<file path="config.mk">
export PLATFORM = sky130hd
export DESIGN_NAME = qword_payload_aligner
export DESIGN_NICKNAME = d
export VERILOG_FILES = /design/src/rtl/qa_pkg.sv /design/src/rtl/qa_skid_fifo.sv /design/src/rtl/qa_beat_packer.sv /design/src/rtl/qword_payload_aligner.sv
export SDC_FILE = /design/constraint.sdc
export NUM_CORES = 1
export LEC_CHECK = 0
export BUFFER_PORTS_ARGS = -buffer_cell sky130_fd_sc_hd__buf_4
export CORE_MARGIN = 5
export CORE_UTILIZATION = 55
export DETAILED_ROUTE_END_ITERATION = 8
export PLACE_DENSITY = 0.72
export SYNTH_ARGS = -nofsm -noshare
export SYNTH_HDL_FRONTEND = slang
export SYNTH_SLANG_ARGS = --single-unit
</file>
<file path="constraint.sdc">
create_clock -name clk -period 9.4 [get_ports clk]
set_input_delay 1.41 -clock clk [delete_from_list [all_inputs] [get_ports clk]]
set_output_delay 1.41 -clock clk [all_outputs]
set_load 0.1 [all_outputs]
</file>
<file path="src/rtl/qa_pkg.sv">
package qa_pkg;
  localparam int DW_W  = 32;
  localparam int QW_W  = 2 * DW_W;
  localparam int NIB_W = DW_W / 8;
  localparam int BE_W  = QW_W / 8;
  localparam int LEN_W = 10;

  typedef enum logic [1:0] {
    PK_REQ_WR    = 2'd0,
    PK_CPL_DATA  = 2'd1,
    PK_CPL_CFGIO = 2'd2,
    PK_RSVD      = 2'd3
  } pkt_kind_e;

  typedef struct packed {
    logic             sop;
    logic             offs;
    logic [LEN_W-1:0] len;
    logic [NIB_W-1:0] fbe;
    logic [NIB_W-1:0] lbe;
    logic [DW_W-1:0]  data;
  } qa_entry_t;

  // picks the address bit that decides the start half of the first beat
  function automatic logic lead_offset(pkt_kind_e k, logic req_b2, logic cpl_b2);
    logic r;
    unique case (k)
      PK_REQ_WR:   r = req_b2;
      PK_CPL_DATA: r = cpl_b2;
      default:     r = 1'b0;
    endcase
    return r;
  endfunction
endpackage

</file>
<file path="src/rtl/qa_skid_fifo.sv">
module qa_skid_fifo
  import qa_pkg::*;
#(
  parameter int DEPTH     = 8,
  parameter int READY_LAT = 2
) (
  input  logic      clk,
  input  logic      rst_n,
  input  logic      wr_en,
  input  qa_entry_t wr_ent,
  output logic      wr_ready,
  output logic      rd_avail,
  output qa_entry_t rd_ent,
  input  logic      rd_en
);
  localparam int PTR_W     = (DEPTH > 1) ? $clog2(DEPTH) : 1;
  localparam int CNT_W     = $clog2(DEPTH + 1);
  localparam int HIGH_MARK = DEPTH - 1 - READY_LAT;

  qa_entry_t        mem [DEPTH];
  logic [PTR_W-1:0] wr_ptr, rd_ptr;
  logic [CNT_W-1:0] count;
  logic             do_rd;

  function automatic logic [PTR_W-1:0] bump(logic [PTR_W-1:0] p);
    return (p == PTR_W'(DEPTH - 1)) ? '0 : p + PTR_W'(1);
  endfunction

  assign do_rd    = rd_en && (count != '0);
  assign rd_avail = (count != '0);
  assign rd_ent   = mem[rd_ptr];
  // room must cover every dword already launched under the ready latency
  assign wr_ready = (count <= CNT_W'(HIGH_MARK));

  always_ff @(posedge clk) begin
    if (wr_en) mem[wr_ptr] <= wr_ent;
  end

  always_ff @(posedge clk or negedge rst_n) begin
    if (!rst_n) begin
      wr_ptr <= '0;
      rd_ptr <= '0;
      count  <= '0;
    end else begin
      if (wr_en) wr_ptr <= bump(wr_ptr);
      if (do_rd) rd_ptr <= bump(rd_ptr);
      case ({wr_en, do_rd})
        2'b10:   count <= count + CNT_W'(1);
        2'b01:   count <= count - CNT_W'(1);
        default: count <= count;
      endcase
    end
  end


  no_overflow_chk: assert property (@(posedge clk) disable iff (!rst_n)
    wr_en |-> (count < CNT_W'(DEPTH)));
endmodule

</file>
<file path="src/rtl/qa_beat_packer.sv">
module qa_beat_packer
  import qa_pkg::*;
(
  input  logic             clk,
  input  logic             rst_n,
  input  qa_entry_t        ent,
  input  logic             ent_avail,
  output logic             ent_pop,
  output logic             out_valid,
  input  logic             out_ready,
  output logic [QW_W-1:0]  out_data,
  output logic [BE_W-1:0]  out_be,
  output logic             out_sop,
  output logic             out_eop
);
  logic             have_lo, lo_sop;
  logic [DW_W-1:0]  lo_data;
  logic [NIB_W-1:0] lo_be, lbe_q;
  logic [LEN_W-1:0] rem_q;

  logic [LEN_W-1:0] cur_rem;
  logic [NIB_W-1:0] cur_lbe, dw_be;
  logic             is_last, completes, slot_free;
  logic [QW_W-1:0]  nx_data;
  logic [BE_W-1:0]  nx_be;
  logic             nx_sop;

  always_comb begin
    cur_rem   = ent.sop ? ent.len : rem_q;
    cur_lbe   = ent.sop ? ent.lbe : lbe_q;
    is_last   = (cur_rem == LEN_W'(1));
    // first nibble wins, which also covers the one-dword packet
    dw_be     = ent.sop ? ent.fbe : (is_last ? cur_lbe : {NIB_W{1'b1}});
    completes = (ent.sop && ent.offs) || have_lo || is_last;
    slot_free = !out_valid || out_ready;
    ent_pop   = ent_avail && (!completes || slot_free);

    if (ent.sop && ent.offs) begin
      nx_data = {ent.data, {DW_W{1'b0}}};
      nx_be   = {dw_be, {NIB_W{1'b0}}};
      nx_sop  = 1'b1;
    end else if (have_lo) begin
      nx_data = {ent.data, lo_data};
      nx_be   = {dw_be, lo_be};
      nx_sop  = lo_sop;
    end else begin
      nx_data = {{DW_W{1'b0}}, ent.data};
      nx_be   = {{NIB_W{1'b0}}, dw_be};
      nx_sop  = ent.sop;
    end
  end

  always_ff @(posedge clk or negedge rst_n) begin
    if (!rst_n) begin
      have_lo <= 1'b0;
      lo_sop  <= 1'b0;
      lo_data <= '0;
      lo_be   <= '0;
      lbe_q   <= '0;
      rem_q   <= '0;
    end else if (ent_pop) begin
      rem_q <= cur_rem - LEN_W'(1);
      if (ent.sop) lbe_q <= ent.lbe;
      have_lo <= !completes;
      if (!completes) begin
        lo_data <= ent.data;
        lo_be   <= dw_be;
        lo_sop  <= ent.sop;
      end
    end
  end

  always_ff @(posedge clk or negedge rst_n) begin
    if (!rst_n) begin
      out_valid <= 1'b0;
      out_data  <= '0;
      out_be    <= '0;
      out_sop   <= 1'b0;
      out_eop   <= 1'b0;
    end else if (slot_free) begin
      out_valid <= ent_pop && completes;
      if (ent_pop && completes) begin
        out_data <= nx_data;
        out_be   <= nx_be;
        out_sop  <= nx_sop;
        out_eop  <= is_last;
      end
    end
  end


  hold_stable_chk: assert property (@(posedge clk) disable iff (!rst_n)
    out_valid && !out_ready |=> out_valid && $stable(out_data) && $stable(out_be)
      && $stable(out_sop) && $stable(out_eop));

  interior_full_be_chk: assert property (@(posedge clk) disable iff (!rst_n)
    out_valid && !out_sop && !out_eop |-> out_be == {BE_W{1'b1}});

  eop_then_sop_chk: assert property (@(posedge clk) disable iff (!rst_n)
    out_valid && out_ready && out_eop |=> !out_valid || out_sop);

  mid_no_sop_chk: assert property (@(posedge clk) disable iff (!rst_n)
    out_valid && out_ready && !out_eop |=> !out_valid || !out_sop);
endmodule

</file>
<file path="src/rtl/qword_payload_aligner.sv">
module qword_payload_aligner
  import qa_pkg::*;
#(
  parameter int FIFO_DEPTH = 8,
  parameter int READY_LAT  = 2
) (
  input  logic             clk,
  input  logic             rst_n,
  input  logic             in_valid,
  output logic             in_ready,
  input  logic             in_sop,
  input  logic [DW_W-1:0]  in_data,
  input  logic [1:0]       desc_kind,
  input  logic             desc_req_a2,
  input  logic             desc_cpl_a2,
  input  logic [LEN_W-1:0] desc_len,
  input  logic [NIB_W-1:0] desc_first_be,
  input  logic [NIB_W-1:0] desc_last_be,
  output logic             out_valid,
  input  logic             out_ready,
  output logic [QW_W-1:0]  out_data,
  output logic [BE_W-1:0]  out_be,
  output logic             out_sop,
  output logic             out_eop
);
  qa_entry_t wr_ent, rd_ent;
  logic      rd_avail, rd_en;

  always_comb begin
    wr_ent.sop  = in_sop;
    wr_ent.offs = lead_offset(pkt_kind_e'(desc_kind), desc_req_a2, desc_cpl_a2);
    wr_ent.len  = desc_len;
    wr_ent.fbe  = desc_first_be;
    wr_ent.lbe  = desc_last_be;
    wr_ent.data = in_data;
  end

  qa_skid_fifo #(.DEPTH(FIFO_DEPTH), .READY_LAT(READY_LAT)) u_fifo (
    .clk(clk), .rst_n(rst_n),
    .wr_en(in_valid), .wr_ent(wr_ent), .wr_ready(in_ready),
    .rd_avail(rd_avail), .rd_ent(rd_ent), .rd_en(rd_en)
  );

  qa_beat_packer u_pack (
    .clk(clk), .rst_n(rst_n),
    .ent(rd_ent), .ent_avail(rd_avail), .ent_pop(rd_en),
    .out_valid(out_valid), .out_ready(out_ready),
    .out_data(out_data), .out_be(out_be),
    .out_sop(out_sop), .out_eop(out_eop)
  );
endmodule

</file>
==> results by group, run 1 <==
Status
  • Status: finished, final reports clean

Setup path
  • Crit-path slowest cell: dfrtp_4
  • Crit path buf inv count: 3
  • Crit-path most repeated cell: ha_1
  • Type of origin of the critical path: flop
  • Family with the most delay on the worst path: buffers and inverters
  • Req. time, crit path: 9.87 ns
  • Critical R2R Launch: u_fifo.rd_ptr[0]
  • R2R depth: 18
  • WP data arrival: roughly 6 ns
  • R2R setup slack: ~4 ns
  • Critical Path Max Stage Delay: 0.83 ns
  • Critical path peak fanout: 41
  • Setup crit end kind: flop
  • Cell chain of the critical path: buf_4 -> mux4_2 -> mux2_2 -> mux2i_1 -> inv_1 -> ha_1 -> nor3b_1 -> nand2_1 -> a2bb2oi_2 -> a311oi_4 -> buf_4 -> ha_1 -> ha_1 -> a21o_1 -> a21oi_1 -> xnor2_1 -> nor2_1 -> xor2_1
  • Setup CP Type: flop to flop
  • Reg2reg end: u_fifo.count[3]

Placed design
  • RePlAce Congestion: 0.801
  • Placement Cell Area: 23400 um^2
  • PortBufs: ~130
  • Worst slack, placed: between 4 and 5 ns
  • Hpwl dp: 24.4 mm

Clock network
  • Clock net sink count: 553
  • Clock Tree Root: clkbuf_16
  • CTS H-tree lvls: 2
  • Worst skew pair latency: between 0.5 and 0.6 ns
  • Num CTS Buffers: 54
  • # Post-CTS Setup Buffers: 0
  • Post_cts resized: 0
  • CTS tree: yes
  • Clock-pin slew on the worst setup and hold paths: around 0.06 ns
  • Worst-case clock buffer depth: 3
  • Cts hold-fix bufs: 0

GRT
  • Initial antenna violation count: 2
  • Grt ovf: 0
  • Gr usage total: 0.203
  • Vias in the first global route: 11500
  • First-pass GRT wire length: 68.5 mm
  • Largest net degree at the start of global routing: 76

Worst hold path
  • Worst hold path startpoint: u_pack.lo_data[16]
  • Hold Crit Depth: 2
  • Hold WC Path Type: flop to flop
  • Hold Path End: u_pack.lo_data[16]

Routing
  • Via count: 11000
  • DRC Markers: 0
  • Total routed wirelength: 43.6 mm
  • Vias per cell: about 5.8
  • Number of DRC markers in iteration 0: 905
  • Drt wl/cell: 23.0 um
  • Initial DRT Pass Iterations: 5
  • Antenna-violating nets left: 0

Layout
  • Commonest non-fill, non-tap cell in the layout: edfxtp_1
  • Final instance area: 25100 um^2
  • Nets: 1394
  • Layout cells sized above 1: 0.286
  • Commonest cells after routing, fill and taps aside: edfxtp_1, buf_4, dfrtp_1, mux4_2, nor2_1
  • Layout area overhead: 15.3%

Floorplanning
  • I/O Pins: between 100 and 150
  • Die height: 209 um
  • Die Wd: 209 um
  • Core ar.: roughly 39000 um^2
  • Starting Density: 0.552
  • Die ar.: approximately 44000 um^2
  • Std cell rows: 73

Timing
  • Final Skew: 0.0188 ns
  • Setup violations, final: 0
  • Least-Margin Pin Slew: 1.17 ns
  • PnR worst setup slack: 4.03 ns
  • F_max: approximately 0.19 GHz
  • Slew Viols, Final: 0
  • RSZ-0062 raised after global routing: no
  • Tcrit/Tclk final: 0.572
  • Fin. Hold Viols: 0
  • Aggregate negative setup slack: 0 ns
  • Final Critical Period: 5.37 ns
  • Slew HR: 0.219

Logic synthesis
  • Library cells used by synthesis: between 40 and 50
  • Post-Synthesis Cells: 1183
  • Post-synth EDFFs: 416
  • #FFs+latches synth: 553
  • Ys Warns: 0
  • Net Count, Synth: 1252
  • Post-Syn Area: 21800 um^2
  • Main synth FF type: edfxtp_1
  • Async set-reset flop share out of synthesis: 0.248
  • Sequential cell area fraction in the yosys report: 0.730
  • Syn_area_per_cell: between 15 and 20 um^2

Run
  • Max-Cap Viols: 0
-- Yosys cell counts, types with 2 or more instances --
library cell / number / area (um^2)
mux2_1: 23 / 259
dfrtp_1: 137 / 3430
nand2_1: 49 / 184
or4_1: 2 / 15.0
nor3_1: 9 / 45.0
nor2b_1: 2 / 12.5
mux2i_1: 60 / 601
o21ai_0: 39 / 195
buf_2: 20 / 100
o21a_1: 3 / 22.5
edfxtp_1: 416 / 12500
a22o_1: 5 / 43.8
xor2_1: 4 / 35.0
mux2_4: 20 / 300
nand4b_1: 2 / 17.5
and2_1: 2 / 12.5
nand3_1: 2 / 10.0
a31oi_1: 3 / 18.8
a21oi_1: 56 / 280
or3_1: 2 / 12.5
o21ai_1: 2 / 10.0
o211ai_1: 2 / 15.0
mux2_2: 11 / 124
inv_1: 6 / 22.5
mux4_2: 104 / 2340
buf_6: 6 / 67.6
o2bb2ai_1: 32 / 280
nand2b_1: 5 / 31.3
nor2_1: 90 / 338
clkbuf_1: 31 / 116
nor3b_2: 2 / 25.0
buf_1: 8 / 30.0
ha_1: 9 / 113
xnor2_1: 4 / 35.0
a21o_1: 2 / 15.0
-- worst max-delay path by stage --
| stage | end | start | depth (start not counted) |
|---|---|---|---|
| 2_1_floorplan | u_fifo.mem[0][0] | in_valid | 2 |
| 3_3_place_gp | u_fifo.count[3] | u_fifo.rd_ptr[0] | 18 |
| 3_5_place_dp | u_fifo.count[3] | u_fifo.rd_ptr[0] | 18 |
| 4_1_cts | u_fifo.count[3] | u_fifo.rd_ptr[0] | 18 |
| 5_1_grt | u_fifo.count[3] | u_fifo.rd_ptr[0] | 18 |
| 6_report | u_fifo.count[3] | u_fifo.rd_ptr[0] | 18 |
-- logic make-up after synthesis --
kind of cell             share of synthesized area
flip-flops                                   0.730
buffers and inverters                       0.0158
XOR/XNOR                                   0.00321
AO/OA/AOI/OAI                               0.0435
AND/OR/NAND/NOR                             0.0337
adder cells (fa/ha/maj)                    0.00608
multiplexers                                 0.167
-- layout make-up --
class,count,area (um^2)
sequential,553,15900
fill,2733,14300
multi-input combinational,558,5630
clock buffer,75,1500
timing repair buffer,152,1140
tap,525,657
clock inverter,25,226
inverter,6,22.5
antenna,2,5.00
-- registers in the layout, summed over array words and instances (netlist names) --
| register | flops |
|---|---|
| u_pack.lbe_q | 4 |
| u_pack.lo_sop | 1 |
| u_pack.lo_be | 4 |
| u_fifo.wr_ptr | 3 |
| u_pack.lo_data | 32 |
| u_fifo.mem | 416 |
| u_pack.out_sop | 1 |
| u_fifo.rd_ptr | 3 |
| u_pack.out_eop | 1 |
| u_pack.out_valid | 1 |
| u_pack.have_lo | 1 |
| u_pack.out_be | 8 |
| u_pack.out_data | 64 |
| u_fifo.count | 4 |
| u_pack.rem_q | 10 |
-- worst min-delay path: cells and delay by family (launching register included) --
kind | cells | cell delay, ns
flip-flops | 1 | 0.34
AO/OA/AOI/OAI | 1 | 0.06
AND/OR/NAND/NOR | 1 | 0.04
-- layer usage --
metal	up-vias	global-route usage	share of wire
met5	-	0	0.00030
met4	2	0.0610	0.021
met3	67	0.0345	0.056
met2	303	0.318	0.48
met1	5699	0.298	0.45
li1	4926	-	-
-- per-stage QoR --
stage / util / cells / hold WS (ns)
5_1_grt: 0.637 / 1895 / 0.502
3_5_place_dp: 0.593 / 1794 / 0.471
3_3_place_gp: 0.593 / 1794 / 0.462
4_1_cts: 0.637 / 1894 / 0.484
6_report: 0.637 / 1896 / 0.482
2_1_floorplan: - / 1183 / 0.450
Power of run 1 is left out: the tool's default activity adds up to more than one toggle a clock period on the data nets, which glitch-free logic cannot reach.
==> run 2: changes to the inputs <==
ABC_AREA = 1   (was default)
PLACE_DENSITY = 0.75   (was 0.72)
clock period = 4.35 ns   (was 9.4 ns; I/O delays follow)
==> run 2 against run 1 <==
  * Die area up 3.3%
  * Synthesized cell count grew 69%
  * Via count up 38%
  * Clock skew shrank 0.0043 ns
  * Critical path type unchanged
==> results by group, run 2 <==
Status
  • Status: finished, final reports clean

Setup path
  • Req. time, crit path: slightly below 5 ns
  • Cell chain of the critical path: inv_4 -> nand2_1 -> nand3_1 -> nand2_1 -> nand2_1 -> nand2_4 -> o21ai_1 -> ha_1 -> inv_1 -> nor2_4 -> inv_1 -> nor2_1 -> nand2_2 -> nand3_4 -> nand2_4 -> ha_1 -> ha_1 -> nand2_1 -> nor2_1 -> a211oi_1 -> nor2_1 -> nor2_1 -> nand2_1 -> xnor2_1
  • WP data arrival: 4.40 ns
  • Type of origin of the critical path: flop
  • CP startpoint: u_fifo.rd_ptr[0]
  • Crit-path slowest cell: dfrtp_4
  • R2R depth: 24
  • Crit-path most repeated cell: nand2_1
  • Setup CP Type: flop to flop
  • Setup crit end kind: flop
  • Critical path peak fanout: 33
  • Critical Path Max Stage Delay: 0.56 ns
  • Critical R2R Launch: u_fifo.rd_ptr[0]

Clock network
  • Worst-case clock buffer depth: 3
  • Clock net sink count: 553
  • # Post-CTS Setup Buffers: 0
  • Num CTS Buffers: 52
  • Clock Tree Root: clkbuf_16
  • CTS tree: yes
  • CTS H-tree lvls: 2
  • Clock-pin slew on the worst setup and hold paths: 0.06 ns
  • Cts hold-fix bufs: 0
  • Worst skew pair latency: around 0.59 ns

Logic synthesis
  • Adder-Cell Fraction of Synth Area: 0.00588
  • Dominant cell type by area after synthesis: edfxtp_1
  • Compound-Gate Fraction of Synth Area: 0.102
  • Net Count, Synth: between 2000 and 2500
  • Post-synth top area share: 0.554
  • Top cells by count, synth: nand2_1, edfxtp_1, o21ai_0, nor2_1, dfrtp_1
  • Sequential cell area fraction in the yosys report: 0.706
  • Post-Synth Simple-Gate Area: 0.141
  • Post-synth EDFFs: 416
  • Xor and xnor fraction of the mapped netlist area: 0.00311
  • Post-Syn Area: between 20000 and 25000 um^2
  • Async set-reset flop share out of synthesis: 0.248
  • Ranking of synthesized cells by area: edfxtp_1, dfrtp_1, nand2_1, o21ai_0, nor2_1
  • Post-Synthesis Cells: 2001
  • Most common cell in the synthesized netlist: nand2_1
  • Library cells used by synthesis: 37
  • Main synth FF type: edfxtp_1
  • Largest family of logic cells by synthesized area: simple AND/OR/NAND/NOR gates
  • Ys Warns: 0
  • Post-synthesis mux area share: 0
  • Syn_area_per_cell: 11.3 um^2
  • #FFs+latches synth: 553

Routing
  • Number of DRC markers in iteration 0: around 1600
  • Total routed wirelength: 51.3 mm
  • Via count: 15200
  • Vias per cell: 5.65
  • DRC Markers: 0
  • Antenna-violating nets left: 0
  • Initial DRT Pass Iterations: 5
  • Drt wl/cell: 19.1 um

Timing
  • F_max: around 0.25 GHz
  • Setup violations, final: 0
  • RSZ-0062 raised after global routing: no
  • Slew Viols, Final: 0
  • Slew HR: 0.243
  • Fin. Hold Viols: 0
  • Tcrit/Tclk final: 0.906
  • Final Critical Period: 3.94 ns
  • Least-Margin Pin Slew: 1.13 ns
  • Aggregate negative setup slack: 0 ns
  • Final Skew: around 0.015 ns

Placed design
  • Hpwl dp: 29.4 mm
  • PortBufs: 134
  • RePlAce Congestion: ~0.81

Run
  • Max-Cap Viols: 0

Floorplanning
  • Die ar.: 45100 um^2
  • Std cell rows: 74
  • Die Wd: 212 um
  • Core ar.: 40700 um^2
  • I/O Pins: 135
  • Die height: 212 um
  • Starting Density: 0.553

Layout
  • Commonest non-fill, non-tap cell in the layout: nand2_1
  • Reg with most FFs: u_fifo.mem
  • Biggest regs: u_fifo.mem: 416 flops, u_pack.out_data: 64 flops, u_pack.lo_data: 32 flops
  • Max FFs per register: 416
  • Layout area overhead: 13.8%
  • Commonest cells after routing, fill and taps aside: nand2_1, edfxtp_1, o21ai_0, nor2_1, buf_4
  • Nets: ~2200
  • Layout cells sized above 1: 0.134

GRT
  • Largest net degree at the start of global routing: 100
  • Initial antenna violation count: 4
  • Vias in the first global route: 14500
  • First-pass GRT wire length: approximately 80 mm
  • Grt ovf: 0
  • Gr usage total: 0.226

Worst hold path
  • Hold WC Path Type: input port to async pin
## run 2: cell types whose count changed after synthesis, moves of 27 or more
cell,delta
a21oi_1,-27
clkbuf_1,+33
inv_1,+90
mux2i_1,-60
mux4_2,-104
nand2_1,+441
nand3_1,+49
nor2_1,+126
o21ai_0,+182
o21ai_1,+75
o22ai_1,+79
o2bb2ai_1,-32
## run 2: worst paths after layout
kind | end | slack [ns]
min reg2reg | u_pack.out_data[44] | 0.47
max in group asynchronous | u_pack.out_data[55] | 3.32
min in group clk | u_pack.out_valid | 0.24
max | u_fifo.count[3] | 0.41
min | u_pack.out_data[3] | 0.09
max reg2reg | u_fifo.count[3] | 0.41
## run 2: kinds of logic after synthesis
family | after synthesis
XOR/XNOR | 8
AND/OR/NAND/NOR | 786
flip-flops | 553
adder cells (fa/ha/maj) | 10
AO/OA/AOI/OAI | 426
buffers and inverters | 218
## run 2: what timing repair did
action / in CTS / in global routing
endpoints found under the setup margin: 0 / 1
gates resized for setup: 0 / 2
endpoints found under the hold margin: 0 / 0
## run 2: worst max-delay path: cells and delay by family, from the launching register on
kind / cells / cell delay [ns]
simple gates: 15 / 1.42
xor+xnor: 1 / 0.12
fa+ha+maj: 3 / 0.80
flops: 1 / 0.56
compound gates: 2 / 0.51
buf+inv: 3 / 0.39
## run 2: per-stage QoR
step,cells,setup slack (ns),area (um^2),util,hold slack [ns]
4_1_cts,2682,0.323,25700,0.630,0.119
5_1_grt,2682,0.0427,25700,0.630,0.162
2_1_floorplan,2001,0.828,22500,-,0.357
3_5_place_dp,2586,0.376,24000,0.590,0.460
6_report,2684,0.410,25700,0.630,0.0917
3_3_place_gp,2586,0.533,24000,0.590,0.462
## run 2: cell type report
class                      instances  area (um^2)
sequential                       553        15900
multi-input combinational       1230         5740
clock inverter                    21          159
tap                              532          666
timing repair buffer             167         1290
clock buffer                      75         1480
inverter                         104          393
fill                            3078        15100
antenna                            2         5.00
## run 2: per-layer routing
layer  wire length [um]  track usage
met4                886       0.0514
met5                 39            0
met3               4640       0.0435
met1              22300        0.341
met2              23500        0.346
Power of run 2 is left out for the same reason.
